===== config.mk =====
export PLATFORM = sky130hd
export DESIGN_NAME = tap_wiper_ctrl
export DESIGN_NICKNAME = d
export VERILOG_FILES = /design/src/rtl/tap_wiper_pkg.sv /design/src/rtl/wiper_bank_regs.sv /design/src/rtl/wiper_zone_fsm.sv /design/src/rtl/tap_onehot_decoder.sv /design/src/rtl/tap_wiper_ctrl.sv
export SDC_FILE = /design/constraint.sdc
export NUM_CORES = 1
export LEC_CHECK = 0
export BUFFER_PORTS_ARGS = -buffer_cell sky130_fd_sc_hd__buf_4
export CAP_MARGIN = 20
export CORE_AREA = 5 5 183 185
export CTS_BUF_LIST = sky130_fd_sc_hd__clkbuf_16
export DETAILED_ROUTE_END_ITERATION = 16
export DIE_AREA = 0 0 188 190
export HOLD_SLACK_MARGIN = 0.12
export PLACE_DENSITY = 0.66
export SLEW_MARGIN = 40
export SYNTH_ARGS = -nofsm -noshare
export SYNTH_HDL_FRONTEND = slang
export SYNTH_SLANG_ARGS = --single-unit

===== constraint.sdc =====
create_clock -name clk -period 3.8 [get_ports clk]
set_clock_uncertainty 0.05 [all_clocks]
set_input_delay 0.57 -clock clk [delete_from_list [all_inputs] [get_ports clk]]
set_output_delay 0.57 -clock clk [all_outputs]
set_load 0.005 [all_outputs]

===== src/rtl/tap_wiper_pkg.sv =====
package tap_wiper_pkg;

    typedef enum logic [2:0] {
        OP_REG_WRITE   = 3'b000,
        OP_REG_READ    = 3'b001,
        OP_WIPER_LOAD  = 3'b010,
        OP_WIPER_SAVE  = 3'b011,
        OP_WIPER_WRITE = 3'b100,
        OP_WIPER_READ  = 3'b101,
        OP_NOP_A       = 3'b110,
        OP_NOP_B       = 3'b111
    } cmd_op_e;

    typedef enum logic [1:0] {
        ZONE_LOW  = 2'd0,
        ZONE_MID  = 2'd1,
        ZONE_HIGH = 2'd2
    } zone_e;

endpackage


===== src/rtl/wiper_bank_regs.sv =====
module wiper_bank_regs #(
    parameter int CODE_W   = 8,
    parameter int NUM_REGS = 4,
    localparam int IDX_W   = (NUM_REGS > 1) ? $clog2(NUM_REGS) : 1
) (
    input  logic              clk,
    input  logic              rst_n,
    input  logic              wr_en,
    input  logic [IDX_W-1:0]  idx,
    input  logic [CODE_W-1:0] wr_data,
    output logic [CODE_W-1:0] rd_data
);

    logic [CODE_W-1:0] regs_q [NUM_REGS];

    for (genvar g = 0; g < NUM_REGS; g++) begin : g_reg
        always_ff @(posedge clk or negedge rst_n) begin
            if (!rst_n) begin
                regs_q[g] <= '0;
            end else if (wr_en && (idx == IDX_W'(g))) begin
                regs_q[g] <= wr_data;
            end
        end
    end

    assign rd_data = regs_q[idx];

endmodule


===== src/rtl/wiper_zone_fsm.sv =====
module wiper_zone_fsm
    import tap_wiper_pkg::*;
#(
    parameter int CODE_W = 8
) (
    input  logic              clk,
    input  logic              rst_n,
    input  logic              load_en,
    input  logic [CODE_W-1:0] load_val,
    input  logic              step_en,
    input  logic              step_up,
    output logic [CODE_W-1:0] wiper_q,
    output zone_e             zone_q
);

    localparam logic [CODE_W-1:0] CODE_MAX = '1;

    zone_e             zone_d;
    logic [CODE_W-1:0] wiper_d;

    // next wiper: load has priority, step is gated by the current zone
    always_comb begin
        wiper_d = wiper_q;
        if (load_en) begin
            wiper_d = load_val;
        end else if (step_en) begin
            unique case (zone_q)
                ZONE_LOW:  if (step_up)  wiper_d = wiper_q + 1'b1;
                ZONE_HIGH: if (!step_up) wiper_d = wiper_q - 1'b1;
                ZONE_MID:  wiper_d = step_up ? wiper_q + 1'b1 : wiper_q - 1'b1;
                default:   wiper_d = wiper_q;
            endcase
        end
    end

    // next zone follows the next wiper value
    always_comb begin
        if (wiper_d == '0) begin
            zone_d = ZONE_LOW;
        end else if (wiper_d == CODE_MAX) begin
            zone_d = ZONE_HIGH;
        end else begin
            zone_d = ZONE_MID;
        end
    end

    // state register
    always_ff @(posedge clk or negedge rst_n) begin
        if (!rst_n) begin
            zone_q <= ZONE_LOW;
        end else begin
            zone_q <= zone_d;
        end
    end

    // wiper register
    always_ff @(posedge clk or negedge rst_n) begin
        if (!rst_n) begin
            wiper_q <= '0;
        end else begin
            wiper_q <= wiper_d;
        end
    end

endmodule


===== src/rtl/tap_onehot_decoder.sv =====
module tap_onehot_decoder #(
    parameter int CODE_W = 8,
    localparam int TAPS  = 1 << CODE_W
) (
    input  logic              clk,
    input  logic              rst_n,
    input  logic [CODE_W-1:0] code,
    output logic [TAPS-1:0]   sel
);

    for (genvar t = 0; t < TAPS; t++) begin : g_tap
        if (t == 0) begin : g_low
            always_ff @(posedge clk or negedge rst_n) begin
                if (!rst_n) sel[t] <= 1'b1;
                else        sel[t] <= (code == CODE_W'(t));
            end
        end else begin : g_rest
            always_ff @(posedge clk or negedge rst_n) begin
                if (!rst_n) sel[t] <= 1'b0;
                else        sel[t] <= (code == CODE_W'(t));
            end
        end
    end

endmodule


===== src/rtl/tap_wiper_ctrl.sv =====
module tap_wiper_ctrl
    import tap_wiper_pkg::*;
#(
    parameter int CODE_W   = 8,
    parameter int NUM_REGS = 4,
    localparam int IDX_W   = (NUM_REGS > 1) ? $clog2(NUM_REGS) : 1,
    localparam int TAPS    = 1 << CODE_W
) (
    input  logic              clk,
    input  logic              rst_n,
    input  logic              cmd_valid,
    input  logic [2:0]        cmd_op,
    input  logic [IDX_W-1:0]  cmd_idx,
    input  logic [CODE_W-1:0] data_in,
    output logic [CODE_W-1:0] data_out,
    output logic              rd_valid,
    input  logic              step_en,
    input  logic              step_up,
    output logic [TAPS-1:0]   tap_sel
);

    cmd_op_e           op;
    logic              bank_we;
    logic [CODE_W-1:0] bank_wdata;
    logic [CODE_W-1:0] bank_rdata;
    logic              wiper_load;
    logic [CODE_W-1:0] wiper_load_val;
    logic              step_gated;
    logic              rd_fire;
    logic [CODE_W-1:0] rd_value;
    logic [CODE_W-1:0] wiper_code;
    zone_e             zone;

    assign op = cmd_op_e'(cmd_op);

    // command decode
    always_comb begin
        bank_we        = 1'b0;
        bank_wdata     = data_in;
        wiper_load     = 1'b0;
        wiper_load_val = data_in;
        rd_fire        = 1'b0;
        rd_value       = bank_rdata;
        if (cmd_valid) begin
            unique case (op)
                OP_REG_WRITE:   bank_we = 1'b1;
                OP_REG_READ:    rd_fire = 1'b1;
                OP_WIPER_LOAD: begin
                    wiper_load     = 1'b1;
                    wiper_load_val = bank_rdata;
                end
                OP_WIPER_SAVE: begin
                    bank_we    = 1'b1;
                    bank_wdata = wiper_code;
                end
                OP_WIPER_WRITE: wiper_load = 1'b1;
                OP_WIPER_READ: begin
                    rd_fire  = 1'b1;
                    rd_value = wiper_code;
                end
                OP_NOP_A, OP_NOP_B: ;
                default: ;
            endcase
        end
    end

    // a command in the same cycle drops the step
    assign step_gated = step_en && !cmd_valid;

    wiper_bank_regs #(
        .CODE_W   (CODE_W),
        .NUM_REGS (NUM_REGS)
    ) u_bank (
        .clk     (clk),
        .rst_n   (rst_n),
        .wr_en   (bank_we),
        .idx     (cmd_idx),
        .wr_data (bank_wdata),
        .rd_data (bank_rdata)
    );

    wiper_zone_fsm #(
        .CODE_W (CODE_W)
    ) u_fsm (
        .clk      (clk),
        .rst_n    (rst_n),
        .load_en  (wiper_load),
        .load_val (wiper_load_val),
        .step_en  (step_gated),
        .step_up  (step_up),
        .wiper_q  (wiper_code),
        .zone_q   (zone)
    );

    tap_onehot_decoder #(
        .CODE_W (CODE_W)
    ) u_dec (
        .clk   (clk),
        .rst_n (rst_n),
        .code  (wiper_code),
        .sel   (tap_sel)
    );

    // read output register
    always_ff @(posedge clk or negedge rst_n) begin
        if (!rst_n) begin
            data_out <= '0;
            rd_valid <= 1'b0;
        end else begin
            rd_valid <= rd_fire;
            if (rd_fire) begin
                data_out <= rd_value;
            end
        end
    end

endmodule


Word-level counts from Yosys, hierarchy flattened
Index checks and enable logic that the tools add are counted.

Add/sub/neg operators: 2. Order comparisons: 1. Equal/unequal tests: 266. Muxes and demuxes: 23. Bitwise gates (word level): 1. Reduce and logical (&&, ||, !) cells: 14.

Operators with widths (count): $eq 8x8->1 const B (129); $eq 8x7->1 const B (64); $eq 8x6->1 const B (32); $eq 8x5->1 const B (16); $mux 8 (13); $eq 8x4->1 const B (8); $eq 8x3->1 const B (4); $pmux 8 s3 (1); $bmux 8 s2 (1); $eq 8x2->1 const B (2); $logic_not 8->1 (2); $add 8x1->8 const B (1); $eq 8x1->1 const B (1); $sub 8x1->8 const B (1); $eq 2x2->1 const B (3); $eq 3x2->1 const B (2); $eq 3x3->1 const B (2); $mux 1 (6); $reduce_or 2->1 (3); $logic_and 1x1->1 (5); $eq 2x1->1 const B (2); $logic_not 2->1 (2); $mux 2 (2); $eq 3x1->1 const B (1); 4 further kinds (4).

Bits in registers: 307. Output and inout port bits: 265.

Longest topological paths before layout
Depth after elaboration: 10. Gate-level depth with buffers: 10. Depth with buffers taken out: 9.

By module
A second synthesis with hierarchy kept.

Cells, all modules: 894. Area, all modules: 11395.9 sq um.

Modules (own cells, without submodules): tap_onehot_decoder (instances 1, cells each 606, area each 8023.9 sq um, seq. area each 6407.4 sq um); wiper_bank_regs (instances 1, cells each 78, area each 1426.4 sq um, seq. area each 800.8 sq um); wiper_zone_fsm (instances 1, cells each 158, area each 1191.1 sq um, seq. area each 250.2 sq um); tap_wiper_ctrl (instances 1, cells each 52, area each 754.5 sq um, seq. area each 225.2 sq um).

Worst setup path before layout
Ideal clock, no wire load.

Path type: input-to-reg. Start point: input port cmd_valid. End point: register u_fsm.zone_q[0]. Library setup time: 0.142 ns. Data arrival time: 2.218 ns. Required time: 3.608 ns. Slack: 1.390 ns. Stages on the path: 9. Buffers on the path: 2. Cells stage by stage: buf_6 -> nand2b_4 -> buf_6 -> or3_1 -> o311ai_2 -> a41oi_2 -> a221oi_2 -> and4_4 -> a31oi_2.

Longest elaborated chain between the ends: 7. Elaborated cells between the ends (all ways): 10. Those cells by class: eq/ne (1); mux (6); reduce/logical (3).

Ends and longest elaborated chain: from (decl) (line tap_wiper_ctrl.sv:11) `input logic cmd_valid,`; $logic_not 1->1 (line tap_wiper_ctrl.sv:68) `assign step_gated = step_en && !cmd_valid;`; $logic_and 1x1->1 (line tap_wiper_ctrl.sv:68); $mux 8 (line wiper_zone_fsm.sv:26) `end else if (step_en) begin`; $mux 8 (*) (line wiper_zone_fsm.sv:24) `if (load_en) begin`; $eq 8x8->1 (line wiper_zone_fsm.sv:40) `end else if (wiper_d == CODE_MAX) begin`; $mux 2 (line wiper_zone_fsm.sv:40); $mux 2 (*) (line wiper_zone_fsm.sv:38) `if (wiper_d == '0) begin`; net u_fsm.zone_d[0] (line wiper_zone_fsm.sv:18) `zone_e zone_d;`; to (signal assigned) (line wiper_zone_fsm.sv:52) `zone_q <= zone_d;`; to (decl) (line wiper_zone_fsm.sv:13) `output zone_e zone_q`.

Mark *: on every way through the listed nets, which the timed path passes. The rest lies on a longest branch. A chain may end at the register's enable or synchronous reset.

Worst setup path in the final report
Start point: register u_fsm.wiper_q[0]. End point: register u_fsm.zone_q[0].

Longest elaborated chain between the ends: 8. Elaborated cells between the ends (all ways): 12. Those cells by class: add/sub (2); eq/ne (1); mux (8); reduce/logical (1).

Ends and longest elaborated chain: from (decl) (line wiper_zone_fsm.sv:12) `output logic [CODE_W-1:0] wiper_q,`; from (signal assigned) (line wiper_zone_fsm.sv:61) `wiper_q <= wiper_d;`; $sub 8x1->8 / $add 8x1->8 (equally long branches) (line wiper_zone_fsm.sv:29, wiper_zone_fsm.sv:30, wiper_zone_fsm.sv:28); $mux 8 (on tied branches) (line wiper_zone_fsm.sv:30, wiper_zone_fsm.sv:28, wiper_zone_fsm.sv:29); $pmux 8 s3 (*) (line wiper_zone_fsm.sv:27) `unique case (zone_q)`; $mux 8 (*) (line wiper_zone_fsm.sv:26); $mux 8 (*) (line wiper_zone_fsm.sv:24); net u_fsm.wiper_d[2] (line wiper_zone_fsm.sv:19) `logic [CODE_W-1:0] wiper_d;`; $eq 8x8->1 (line wiper_zone_fsm.sv:40); $mux 2 (line wiper_zone_fsm.sv:40); $mux 2 (*) (line wiper_zone_fsm.sv:38); net u_fsm.zone_d[0] (line wiper_zone_fsm.sv:18).

Marked as above.

==> run summary <==
Outcome - finished clean
Final worst slack - 0.986 ns
Routed vias/inst - 4.88
Worst Setup End Kind - flip-flop
TritonRoute pass-1 iters - 4
Port bufs - 282
GR Overflow Total - 0
Syn Inst Count - 941
Layout cells sized above 1 - 0.302
Final WL - 33900 um
Worst-margin pin slew - 0.866 ns
Largest family of logic cells by synthesized area - simple AND/OR/NAND/NOR gates
IO Pins - 283
Fin nets - 1237
Slowest CP cell - dfrtp_1
Clock slew at reported path FFs - 0.07 ns
GRT Overall Usage - 0.183
Clock root buffer - clkbuf_16
Unrepaired setup endpoints after global routing - false
Multiplexer share of the synthesized area - 0.0302
Distinct cells, synth - 63
Critical Path RT - 4.18 ns
Cell Pwr Density - 543 nW/um^2
Maximum clock path buffer count - 3
Clk sinks - 307
Fmax - 355 MHz
Synth Cell Area - 10900 um^2
Row cnt - 66
Core area - 31900 um^2
Worst-Skew Late Latency - 0.57 ns
Pre-CTS setup slack - 1.10 ns
Fin. max-slew vios - 0
Compound-cell area share of the yosys netlist - 0.0661
Die footprint - 35700 um^2
Initial Util - 0.343
Mapped Avg Cell Area - 11.6 um^2
Xor/xnor share of the synthesized area - 0.00320
WL/cell - 20.6 um
Crit start category - flip-flop
Setup bufs post-CTS - 0
Yosys Warn Count - 0
First-pass GRT wire length - 51000 um
Simple-gate share of the synthesized area - 0.163
Crit path max fanout - 12
Diodes inserted - 0
Relative slew slack - 0.421
CP max stage delay - 0.57 ns
Area grow syn2layout - 32.6%
Vias in the first global route - 8123
Max rail drop VDD - 0.329 mV
Worst Path Buf+Inv - 1
Fin. Hold Viols - 0
Min Tclk post-route - 2.81 ns
CP top delay family - compound AO/OA/AOI/OAI gates
GPL Wtd Cong - 0.887
Fin crit share - 0.741
CTS tree - yes
DRC - 0
Final ANT Viol Nets - 0
CP arrival - 3.19 ns
Ys async rst share - 1.00
H-tree levels - 1
Top FF cell, synth - dfrtp_1
Die Y - 190 um
Final setup violation count - 0
Antenna violations before repair - 0
Seq/Total Area, Yosys - 0.703
Leak pwr - 7.23 nW
Cell Chain, Critical Path - inv_1, ha_1, nor2b_1, o21ai_0, a21oi_1, a211oi_1, nor2_1, nor4b_1, a31oi_2
Min-delay worst type - input port to flip-flop
Pwr Total - 7.87 mW
Number of synthesized flops with an enable pin - 0
Mapped Nets - 966
Largest net degree at the start of global routing - 65
Max Cap Violations - 0
FF+latch count, synth - 307
Clock buffer count from CTS - 31
Sum of negative setup slack - 0 ns
Crit path kind - flip-flop to flip-flop
Post-DP HPWL - 23800 um
Via count - 8033
Die Wd - 188 um
Adder-cell share of the synthesized area - 0.00801
Iter 0 DRT Violations - 517
-- cells by family (layout without fill, tap and decap cells) --
logic type,after synthesis,count (layout)
simple gates,421,421
compound gates,107,107
buf+inv,72,368
flops,307,307
fa+ha+maj,7,7
xor+xnor,4,4
mux,23,23
-- power breakdown --
| group | total, mW | switching [mW] | leakage, nW | internal (mW) |
|---|---|---|---|---|
| logic | 1.24 | 0.818 | 2.56 | 0.423 |
| registers | 3.71 | 0.242 | 4.17 | 3.47 |
| clock network | 2.92 | 1.28 | 0.496 | 1.63 |
-- per-stage QoR --
step           cells  utilization  hold WS, ns  area [um^2]
2_1_floorplan    941            -        0.224        10900
3_3_place_gp    1584        0.422        0.408        13400
3_5_place_dp    1586        0.423        0.421        13500
4_1_cts         1645        0.455        0.302        14500
5_1_grt         1645        0.455        0.339        14500
6_report        1645        0.455        0.326        14500
-- layout make-up --
cell class                 count  area (um^2)
tap                          408          510
inverter                      11         41.3
clock inverter                27          209
sequential                   307         7680
clock buffer                  31          776
fill                        2869        17400
multi-input combinational    562         2970
timing repair buffer         299         2300
-- cells in the mapped netlist (all sizes together) (3+ instances only) --
| cell | count | area (um^2) |
|---|---|---|
| nand2b | 5 | 38.8 |
| o22ai | 4 | 25.0 |
| a21oi | 34 | 170 |
| o21ai | 25 | 136 |
| o41ai | 3 | 26.3 |
| dfrtp | 306 | 7660 |
| a211oi | 4 | 35.0 |
| inv | 11 | 41.3 |
| and4 | 3 | 28.8 |
| nand4 | 3 | 18.8 |
| o31ai | 3 | 22.5 |
| nor3b | 3 | 22.5 |
| a21boi | 5 | 37.5 |
| o211ai | 4 | 30.0 |
| a22oi | 3 | 22.5 |
| ha | 7 | 87.6 |
| and2 | 5 | 31.3 |
| mux2i | 15 | 150 |
| nor2 | 300 | 1130 |
| clkbuf | 51 | 191 |
| nand3b | 4 | 30.0 |
| nand2 | 52 | 195 |
| mux4 | 8 | 180 |
| nor2b | 14 | 87.6 |
| xnor2 | 3 | 26.3 |
| nor4 | 3 | 33.8 |
| nand3 | 16 | 80.1 |
| buf | 10 | 61.3 |
| nor3 | 5 | 25.0 |
-- placed cells by master, fill, tap and decap left out, types with 13 or more instances in the layout --
master / n
dfrtp_1: 306
buf_4: 294
nor2b_1: 14
a21oi_1: 34
mux2i_1: 15
nand3_1: 13
nand2_1: 51
inv_1: 14
nor2_1: 300
o21ai_0: 24
clkbuf_16: 31
-- routing by layer --
layer / track usage / part of all wire / vias up
met5: 0 / 0 / -
met4: 0.0367 / 0.017 / 0
met3: 0.0369 / 0.062 / 41
met2: 0.307 / 0.49 / 296
met1: 0.251 / 0.43 / 4093
li1: - / - / 3603
-- worst reg2reg max path: cells and delay by family, from the launching register on --
| kind | cells | cell delay (ns) |
|---|---|---|
| adder cells (fa/ha/maj) | 1 | 0.30 |
| AND/OR/NAND/NOR | 3 | 0.72 |
| buffers and inverters | 1 | 0.23 |
| AO/OA/AOI/OAI | 4 | 0.81 |
| flip-flops | 1 | 0.57 |
-- flip-flops by register name, indices dropped and copies added (netlist names) --
register,cells
u_dec.sel,256
u_bank.regs_q,32
data_out,8
u_fsm.wiper_q,8
u_fsm.zone_q,2
rd_valid,1
-- path summary, 6_finish.rpt --
kind                                       start  slack [ns]                end  cells after the start
worst max-delay path            u_fsm.wiper_q[0]        0.99    u_fsm.zone_q[0]                      9
worst min-delay path                  data_in[0]        0.33  u_bank.regs_q[16]                      3
worst max register to register  u_fsm.wiper_q[0]        0.99    u_fsm.zone_q[0]                      9
worst min register to register  u_bank.regs_q[3]        0.44   u_bank.regs_q[3]                      2
max in group asynchronous                  rst_n        2.11      u_dec.sel[94]                      4
min in group asynchronous                  rst_n        0.51     u_dec.sel[183]                      2
-- timing repair --
action	4_1_cts	5_1_grt
endpoints found under the hold margin	59	0
resized for setup	0	0
hold buffers	1	0
Note: power is estimated with default switching activity, not from simulation.
